--- src/rtl/clkkey_pkg.sv ---
package clkkey_pkg;

    typedef enum logic {
        ST_LOCKED = 1'b0,
        ST_ARMED  = 1'b1
    } guard_state_t;

    typedef enum logic [1:0] {
        CMD_NONE  = 2'd0,
        CMD_KEY   = 2'd1,
        CMD_PRESC = 2'd2,
        CMD_LOAD  = 2'd3
    } guard_cmd_t;

endpackage

--- src/rtl/clkkey_decode.sv ---
module clkkey_decode
    import clkkey_pkg::*;
#(
    parameter int          AW         = 8,
    parameter int          DW         = 8,
    parameter int          LOAD_LSB   = 4,
    parameter logic [AW-1:0] REG_ADDR = 8'h6F,
    parameter logic [DW-1:0] KEY_CODE = 8'h55,
    parameter logic [DW-1:0] PRESC_CODE = 8'h80
) (
    input  logic          wr_en,
    input  logic [AW-1:0] wr_addr,
    input  logic [DW-1:0] wr_data,
    output logic          any_wr,
    output guard_cmd_t    cmd
);
    localparam int HI_W = DW - LOAD_LSB;

    logic hit;
    assign hit    = wr_en && (wr_addr == REG_ADDR);
    assign any_wr = wr_en;

    always_comb begin
        cmd = CMD_NONE;
        if (hit) begin
            if (wr_data == KEY_CODE)
                cmd = CMD_KEY;
            else if (wr_data == PRESC_CODE)
                cmd = CMD_PRESC;
            else if (wr_data[DW-1:LOAD_LSB] == HI_W'(0))
                cmd = CMD_LOAD;
        end
    end
endmodule

--- src/rtl/clkkey_fsm.sv ---
module clkkey_fsm
    import clkkey_pkg::*;
(
    input  logic       clk,
    input  logic       rst_n,
    input  logic       any_wr,
    input  guard_cmd_t cmd,
    output logic       armed,
    output logic       take_load,
    output logic       take_presc
);
    guard_state_t state_q, state_d;

    // state register
    always_ff @(posedge clk) begin
        if (!rst_n)
            state_q <= ST_LOCKED;
        else
            state_q <= state_d;
    end

    // next state and outputs
    always_comb begin
        state_d    = state_q;
        take_load  = 1'b0;
        take_presc = 1'b0;
        unique case (state_q)
            ST_LOCKED: begin
                if (cmd == CMD_KEY)
                    state_d = ST_ARMED;      // unlock
            end
            ST_ARMED: begin
                if (any_wr) begin
                    state_d    = ST_LOCKED;  // consume
                    take_load  = (cmd == CMD_LOAD);
                    take_presc = (cmd == CMD_PRESC);
                end
            end
        endcase
    end

    assign armed = (state_q == ST_ARMED);
endmodule

--- src/rtl/clkkey_store.sv ---
module clkkey_store #(
    parameter int SEL_W = 3
) (
    input  logic             clk,
    input  logic             rst_n,
    input  logic             take_load,
    input  logic             take_presc,
    input  logic [SEL_W-1:0] load_val,
    output logic [SEL_W-1:0] sel_q,
    output logic             pulse_q
);
    always_ff @(posedge clk) begin
        if (!rst_n) begin
            sel_q   <= '0;
            pulse_q <= 1'b0;
        end else begin
            pulse_q <= take_presc;
            if (take_load)
                sel_q <= load_val;
        end
    end
endmodule

--- src/rtl/clkkey_guard.sv ---
module clkkey_guard
    import clkkey_pkg::*;
#(
    parameter int            AW         = 8,
    parameter int            DW         = 8,
    parameter int            SEL_W      = 3,
    parameter logic [AW-1:0] REG_ADDR   = 8'h6F,
    parameter logic [DW-1:0] KEY_CODE   = 8'h55,
    parameter logic [DW-1:0] PRESC_CODE = 8'h80
) (
    input  logic          clk,
    input  logic          rst_n,
    input  logic          wr_en,
    input  logic [AW-1:0] wr_addr,
    input  logic [DW-1:0] wr_data,
    output logic          main_undiv,
    output logic          main_ext,
    output logic          sub_ext,
    output logic          presc_rst,
    output logic [DW-1:0] cfg_view
);
    localparam int LOAD_LSB = SEL_W + 1;
    localparam int PAD_W    = DW - LOAD_LSB;

    guard_cmd_t       cmd;
    logic             any_wr;
    logic             armed;
    logic             take_load;
    logic             take_presc;
    logic [SEL_W-1:0] sel_q;

    clkkey_decode #(
        .AW(AW), .DW(DW), .LOAD_LSB(LOAD_LSB),
        .REG_ADDR(REG_ADDR), .KEY_CODE(KEY_CODE), .PRESC_CODE(PRESC_CODE)
    ) dec_i (
        .wr_en(wr_en), .wr_addr(wr_addr), .wr_data(wr_data),
        .any_wr(any_wr), .cmd(cmd)
    );

    clkkey_fsm fsm_i (
        .clk(clk), .rst_n(rst_n), .any_wr(any_wr), .cmd(cmd),
        .armed(armed), .take_load(take_load), .take_presc(take_presc)
    );

    clkkey_store #(.SEL_W(SEL_W)) store_i (
        .clk(clk), .rst_n(rst_n),
        .take_load(take_load), .take_presc(take_presc),
        .load_val(wr_data[SEL_W-1:0]),
        .sel_q(sel_q), .pulse_q(presc_rst)
    );

    assign main_undiv = sel_q[0];
    assign main_ext   = sel_q[1];
    assign sub_ext    = sel_q[2];
    assign cfg_view   = {PAD_W'(0), 1'b1, sel_q};
endmodule

--- config.mk ---
export PLATFORM = sky130hd
export DESIGN_NAME = clkkey_guard
export DESIGN_NICKNAME = d
export VERILOG_FILES = /design/src/rtl/clkkey_pkg.sv /design/src/rtl/clkkey_decode.sv /design/src/rtl/clkkey_fsm.sv /design/src/rtl/clkkey_store.sv /design/src/rtl/clkkey_guard.sv
export SDC_FILE = /design/constraint.sdc
export NUM_CORES = 1
export LEC_CHECK = 0
export ABC_AREA = 1
export BUFFER_PORTS_ARGS = -buffer_cell sky130_fd_sc_hd__buf_2
export CAP_MARGIN = 25
export CORE_AREA = 3 3 40 42
export DETAILED_ROUTE_END_ITERATION = 10
export DIE_AREA = 0 0 43 45
export GPL_ROUTABILITY_DRIVEN = 0
export PLACE_DENSITY = 0.63
export SETUP_SLACK_MARGIN = 0.2
export SLEW_MARGIN = 30
export SYNTH_ARGS = -nofsm -noshare
export SYNTH_HDL_FRONTEND = slang
export SYNTH_SLANG_ARGS = --single-unit
--- constraint.sdc ---
create_clock -name clk -period 1.1 [get_ports clk]
set_clock_uncertainty 0.1 [all_clocks]
set_input_delay 0.165 -clock clk [delete_from_list [all_inputs] [get_ports clk]]
set_output_delay 0.165 -clock clk [all_outputs]
set_load 0.005 [all_outputs]
==> flow_summary.ini, run 1 <==
[run_status]
status = complete, no violations

[setup_path]
critPathLaunchType = primary input
path_class = in2reg
cp.arrival_ns = 1.04
critPathCaptureType = flop
required_ns = 1.17
reg2reg_depth = 4
cp_max_fo = 6

[synth]
synth_area_um2 = 419
yosysTopAreaCell = dfxtp_1
ys.warnings.count = 0
synth.area.top_cells = dfxtp_1 (24%), nand2_1 (16%), buf_4 (14%)
syn_avg_cell_area_um2 = 6.26
ys_seq_elements = 5
synth_cell_types = 15
netlist.area_leader.share = 0.239
ys_seq_area_frac = 0.239
syn_inst = 67

[clocking]
root_buffer = clkbuf_4
clock_path_buffers = 2
cts_buffers = 3
clk_pin_slew_ns = 0.05
clk_latency_ns = 0.25
clock-sinks = 5
htree_levels = 1
cts_tree = built

[global_routing]
grt.overflow.total = 0
gr-usage-all-layers = 0.136
grt_pass1_vias = 495
antenna_found_initial = 0
grt_pass1_wl_mm = 1.90
grt_max_degree = 7

[route]
ant_nets = 0
drcViolationCount = 0
routedWlPerCell_um = 10.4
wl_mm = 1.21
dr.first_iter.drc_count = 3
first_pass_iters = 4
vias = 501
viasPerCell = 4.32

[floorplanning]
initial_utilization = 0.326
chipWidth_um = 43
fp.dieArea_um2 = 1940
io_pins = 31
rows = 13
dieHeight_um = 45
coreArea_um2 = 1280

[layout]
antenna_cells = 0
nets = 121
drive_gt1_frac = 0.673
finish.utilization = 0.588
area_growth_pct = 80.3

[place]
port_buffers = 25
dp_hpwl_um = 769

[power]
leakagePower_nw = 0.399
power_density_nw_per_um2 = 697
ir_drop_mv = 0.433

[sta]
finalSetupViolCount = 0
fmax_mhz = 1030
drv_slew = 0
tns_ns = 0
min_period_ns = 0.968
rsz0062_at_grt = true
period_share = 0.880
hold_violations = 0

[min_path]
hp-class = in2reg
hold_depth = 3

[run]
cap_violations = 0
-- cell families after synthesis --
logic type             synth area share
DFF                               0.239
other                            0.0179
and+or+nand+nor                   0.451
AOI/OAI and AO/OA                0.0507
buffers and inverters             0.242
-- critical path, cell delays in order --
cell	delay (ns)
buf_6	0.10
nor2_4	0.11
nand2_2	0.07
a21oi_4	0.15
nand4_4	0.16
nand2_2	0.11
nand2_1	0.07
nor2_2	0.10
-- metal layers --
layer	part of all wire	up-vias	global-route usage
li1	-	255	-
met1	0.35	215	0.128
met2	0.53	25	0.251
met5	0	-	0
met4	0.039	0	0.0904
met3	0.085	6	0.0438
-- power breakdown --
| group | switching (mW) | internal [mW] | total [mW] |
|---|---|---|---|
| Sequential | 0.000000482 | 0.179 | 0.179 |
| Combinational | 0.0585 | 0.0705 | 0.129 |
| Clock | 0.0807 | 0.138 | 0.218 |
-- path summary, 6_finish.rpt --
kind | startpoint | endpoint | slack [ns]
min reg2reg | store_i.sel_q[0]$_SDFFE_PN0P_ | store_i.sel_q[0]$_SDFFE_PN0P_ | 0.44
min | wr_data[2] | store_i.sel_q[2]$_SDFFE_PN0P_ | 0.05
max reg2reg | fsm_i.armed$_SDFF_PN0_ | store_i.sel_q[1]$_SDFFE_PN0P_ | 0.14
max | wr_data[4] | store_i.sel_q[1]$_SDFFE_PN0P_ | 0.13
-- placed cells by master, fill, tap and decap left out, types with 3 or more instances in the layout --
| cell type | Yosys | layout |
|---|---|---|
| inv_2 | 1 | 4 |
| nand2_2 | 0 | 7 |
| inv_1 | 10 | 6 |
| nor2_2 | 0 | 4 |
| nand2_1 | 18 | 11 |
| nand3_1 | 3 | 3 |
| conb_1 | 2 | 5 |
| dfxtp_2 | 0 | 3 |
| buf_4 | 8 | 10 |
| nor2_4 | 2 | 6 |
| buf_6 | 0 | 8 |
| clkbuf_4 | 0 | 3 |
| buf_2 | 0 | 16 |
| nor2_1 | 12 | 4 |
-- Yosys cell counts --
library cell and count:
inv_1 10, nand3_1 3, a21oi_2 1, nand3_2 1, dfxtp_1 5, conb_1 2
buf_4 8, a211oi_1 1, o21ai_0 1, nand3b_1 1, inv_2 1, nor2_1 12
nand2_1 18, nand4_4 1, nor2_4 2
-- final cells by class --
class / count / area, µm²
clock buffers: 4 / 26.3
fillers: 111 / 529
inverters: 11 / 43.8
multi-input cells: 46 / 299
flip-flops and latches: 5 / 108
well taps: 15 / 18.8
repair buffers: 35 / 260
-- registers in the layout, indices dropped and copies added, names as in the netlist --
name / cells
fsm_i.armed: 1
store_i.sel_q: 3
store_i.pulse_q: 1
-- what timing repair did --
action                     CTS  global route
buffers inserted             4             1
resized for setup           20            21
setup endpoints to repair   11            12
hold buffers                 0             0
pin swaps                   11            14
-- through the flow --
stage,cells,cell area [µm²],hold WS [ns],power (mW),setup slack (ns)
floorplan,70,448,0.176,0.230,0.121
global placement,107,569,0.344,0.273,-0.118
detailed placement,107,569,0.349,0.275,-0.142
CTS,115,687,0.0653,0.507,0.148
global route,116,756,0.0496,0.560,0.0847
finish,116,756,0.0505,0.526,0.132
Note: power is estimated with default switching activity, not from simulation.
==> run 2: changes to the inputs <==
--- a/config.mk
+++ b/config.mk
@@ -13,6 +13,7 @@
 export DIE_AREA = 0 0 43 45
 export GPL_ROUTABILITY_DRIVEN = 0
 export PLACE_DENSITY = 0.63
+export REMOVE_ABC_BUFFERS = 1
 export SETUP_SLACK_MARGIN = 0.2
 export SLEW_MARGIN = 30
 export SYNTH_ARGS = -nofsm -noshare
==> run 2 against run 1 <==
  * Via count down 7.4%
  * Global-route usage shrank 2.8 points
  * Clock-buffer cell count stayed put
  * Utilization is 4.7 points lower
  * Critical path type is now reg2out
  * Largest power group unchanged
  * Highest routed layer is now met3
==> flow_summary.ini, run 2 (synthesized netlist as in run 1, its figures left out) <==
[floorplanning]
initial_utilization = 0.326
chipWidth_um = 43
dieHeight_um = 45
io_pins = 31
coreArea_um2 = 1280
rows = 13
fp.dieArea_um2 = 1940

[setup_path]
critical_path_buf_inv_count = 1
cp.arrival_ns = 0.69
r2r_slack_ns = 0.18
cp_max_fo = 3
critPathCaptureType = primary output
cp_top_family = flip-flops
critPathSlowestCell = dfxtp_2
critPathLaunchType = flop
path_class = reg2out
max_stage_delay_ns = 0.34
path_cells = buf_2
required_ns = 0.83

[power]
swShare = 0.241
power_density_nw_per_um2 = 728
p_comb_frac = 0.228
ir_drop_mv = 0.452
leakagePower_nw = 0.388
p_sw_mw = 0.122
clock_power_share = 0.413
internal-power_mw = 0.384
pwr-share-seq = 0.359
p_total_mw = 0.506

[layout]
regMostFlops = store_i.sel_q
fill_cells = 123
seq_area_um2 = 105
nets = 119
finish.utilization = 0.541
multi_input_area_um2 = 269
layout_commonest_cell = buf_2
finalNonFillerCells = 114
largest_reg_flops = 3
design_area_um2 = 696
drive_gt1_frac = 0.556
layout_common_cells = buf_2 (17), nand2_1 (15), inv_1 (9)
area_growth_pct = 66.0
antenna_cells = 0

[run_status]
status = complete, no violations

[sta]
min_period_ns = 0.956
finalSetupViolCount = 0
fmax_mhz = 1050
rsz0062_at_grt = true
drv_slew = 0
whs_ns = 0.0911
tns_ns = 0
period_share = 0.869
setup_slack_ns = 0.144
hold_violations = 0

[place]
placement.cell_area_um2 = 574
port_buffers = 25
post-place-ws_ns = -0.0784
dp.cells = 110
dp_hpwl_um = 753

[global_routing]
gr-usage-all-layers = 0.108
grt_max_degree = 7
antenna_found_initial = 0
grt_pass1_vias = 412
grt.overflow.total = 0
grt_pass1_wl_mm = 1.53

[route]
ant_nets = 0
wl_um = 971
drcViolationCount = 0
first_pass_iters = 4
vias = 464
dr.first_iter.drc_count = 1
routedWlPerCell_um = 8.52
viasPerCell = 4.07

[run]
cap_violations = 0

[clocking]
holdBufCountCts = 0
cts_buffers = 3
clk_pin_slew_ns = 0.04
root_buffer = clkbuf_4
cts_tree = built
clock-sinks = 5
clk_latency_ns = 0.24
cts_setup_buffers = 0
htree_levels = 1
clock_path_buffers = 2

[min_path]
hp-class = in2reg
## run 2: worst paths after layout
path / start / to / depth (start not counted)
worst max-delay path: store_i.sel_q[0]$_SDFFE_PN0P_ / main_undiv / 1
worst min-delay path: rst_n / store_i.sel_q[1]$_SDFFE_PN0P_ / 3
worst max register to register: fsm_i.armed$_SDFF_PN0_ / store_i.sel_q[0]$_SDFFE_PN0P_ / 4
worst min register to register: fsm_i.armed$_SDFF_PN0_ / fsm_i.armed$_SDFF_PN0_ / 2
## run 2: layout make-up
cell class	instances	share of cell area
sequential	5	0.151
multi-input combinational	46	0.387
timing repair buffer	33	0.338
tap	15	0.0270
inverter	11	0.0594
clock buffer	4	0.0378
## run 2: per-layer routing
metal	track usage	part of all wire
met1	0.125	0.39
met2	0.168	0.49
met3	0.0637	0.12
met4	0.0361	0
met5	0	0
## run 2: timing repair
action	CTS	global route
pin swaps	7	12
setup endpoints to repair	11	11
endpoints found under the hold margin	0	0
gates resized for setup	14	11
## run 2: power by group through the flow
| stage | Clock (mW) | Combinational [mW] | Sequential, mW |
|---|---|---|---|
| 2_1_floorplan | 0 | 0.0296 | 0.185 |
| 3_3_place_gp | 0 | 0.0861 | 0.185 |
| 3_5_place_dp | 0 | 0.0868 | 0.185 |
| 4_1_cts | 0.218 | 0.102 | 0.182 |
| 5_1_grt | 0.234 | 0.129 | 0.181 |
| 6_report | 0.209 | 0.115 | 0.182 |
==> run 3: changes to the inputs <==
--- a/config.mk
+++ b/config.mk
@@ -7,12 +7,12 @@
 export LEC_CHECK = 0
 export ABC_AREA = 1
 export BUFFER_PORTS_ARGS = -buffer_cell sky130_fd_sc_hd__buf_2
-export CAP_MARGIN = 25
 export CORE_AREA = 3 3 40 42
 export DETAILED_ROUTE_END_ITERATION = 10
 export DIE_AREA = 0 0 43 45
 export GPL_ROUTABILITY_DRIVEN = 0
 export PLACE_DENSITY = 0.63
+export RECOVER_POWER = 25
 export REMOVE_ABC_BUFFERS = 1
 export SETUP_SLACK_MARGIN = 0.2
 export SLEW_MARGIN = 30
==> constraint.sdc (replaced) <==
create_clock -name clk -period 1.15 [get_ports clk]
set_clock_uncertainty 0.1 [all_clocks]
set_input_delay 0.1725 -clock clk [delete_from_list [all_inputs] [get_ports clk]]
set_output_delay 0.1725 -clock clk [all_outputs]
set_load 0.005 [all_outputs]
==> run 3 against run 2 <==
  * Worst setup slack better by 0.039 ns
  * Die area stayed put
  * Clock-buffer cell count is the same
  * First-iteration DRC count is the same
  * Flip-flop and latch count stayed put
  * Wire length up 6.9%
  * Non-clock buffer count down 2
  * Utilization rose by 0.97 points
  * Register-to-register slack hardly changed
  * Largest cell class unchanged
==> flow_summary.ini, run 3 (synthesized netlist as in run 1, its figures left out) <==
[sta]
period_share = 0.841
fmax_mhz = 1030
hold_violations = 0
finalSetupViolCount = 0
drv_slew = 0
tns_ns = 0
min_period_ns = 0.967
rsz0062_at_grt = true
setup_slack_ns = 0.183

[layout]
nets = 117
regMostFlops = store_i.sel_q
largest_reg_flops = 3
layout_common_cells = buf_2 (15), nand2_1 (10), buf_6 (9)
fill_cells = 136
drive_gt1_frac = 0.619
layout_commonest_cell = buf_2
area_growth_pct = 69.0
antenna_cells = 0

[setup_path]
cp_max_fo = 3
cp_top_family = flip-flops
path_class = reg2out
critPathCaptureType = primary output
path_cells = buf_2
critPathLaunchType = flop
cp.arrival_ns = 0.69
critPathSlowestCell = dfxtp_2
critical_path_buf_inv_count = 1
required_ns = 0.88
max_stage_delay_ns = 0.34

[place]
post-place-ws_ns = -0.0167
port_buffers = 25
dp_hpwl_um = 759

[route]
wl_mm = 1.04
dr.first_iter.drc_count = 1
drcViolationCount = 0
first_pass_iters = 3
ant_nets = 0
vias = 468
viasPerCell = 4.18
routedWlPerCell_um = 9.27

[global_routing]
gr-usage-all-layers = 0.102
grt_pass1_vias = 396
grt.overflow.total = 0
grt_max_degree = 7
antenna_found_initial = 0
grt_pass1_wl_mm = 1.46

[clocking]
cts_buffers = 3
clk_pin_slew_ns = 0.05
htree_levels = 1
root_buffer = clkbuf_4
clock_path_buffers = 2
cts_tree = built
clock-sinks = 5
clk_latency_ns = 0.23

[floorplanning]
initial_utilization = 0.326
rows = 13
coreArea_um2 = 1280
chipWidth_um = 43
dieHeight_um = 45
io_pins = 31
fp.dieArea_um2 = 1940

[power]
leakagePower_nw = 0.379
power_density_nw_per_um2 = 693
ir_drop_mv = 0.565

[run_status]
status = complete, no violations

[run]
cap_violations = 0

[min_path]
hp-class = in2reg
-- run 3: changes by cell type in the layout (fill, tap and decap cells not counted), moves of 2 or more --
cell	change
inv_2	+2
inv_1	-3
nand2_2	+5
buf_2	-2
nand2_1	-5
-- run 3: what timing repair did --
action                     4_1_cts  5_1_grt
hold endpoints to repair         0        0
hold buffers                     0        0
setup endpoints to repair        7       10
gates cloned                     0        0
gates resized for setup          4       36
setup buffers                    0        1
pin swaps                        0       15
-- run 3: metrics by stage --
step                hold WS, ns  utilization  power [mW]  instances  cell area [µm²]
finish                   0.0362        0.551       0.491        112              708
global route             0.0403        0.551       0.527        112              708
CTS                      0.0646        0.457       0.461        111              587
detailed placement        0.316        0.429       0.255        107              552
global placement          0.305        0.429       0.254        107              552
floorplan                 0.183            -       0.205         62              370
-- run 3: power by group --
part           internal [mW]  switching [mW]
registers              0.174     0.000000503
clock network          0.131          0.0696
logic                 0.0621          0.0542
-- run 3: layout make-up --
type	instances	area, µm²	share of cell area
multi-input cells	46	287	0.405
repair buffers	31	229	0.323
flip-flops and latches	5	104	0.147
inverters	11	43.8	0.0618
clock buffers	4	26.3	0.0371
well taps	15	18.8	0.0265
-- run 3: worst paths after layout --
check | start | end | slack (ns) | cells after the start
max reg2reg | fsm_i.armed$_SDFF_PN0_ | store_i.sel_q[2]$_SDFFE_PN0P_ | 0.19 | 4
max | store_i.sel_q[0]$_SDFFE_PN0P_ | main_undiv | 0.18 | 1
min reg2reg | fsm_i.armed$_SDFF_PN0_ | fsm_i.armed$_SDFF_PN0_ | 0.43 | 2
min | wr_en | fsm_i.armed$_SDFF_PN0_ | 0.04 | 2
-- run 3: layer usage --
metal  routed length (µm)  track usage  vias to the layer above
met5                    0            0                        -
met4                    0       0.0361                        0
met3                  133       0.0677                        0
met2                  508        0.162                       29
met1                  395        0.111                      192
li1                     -            -                      247
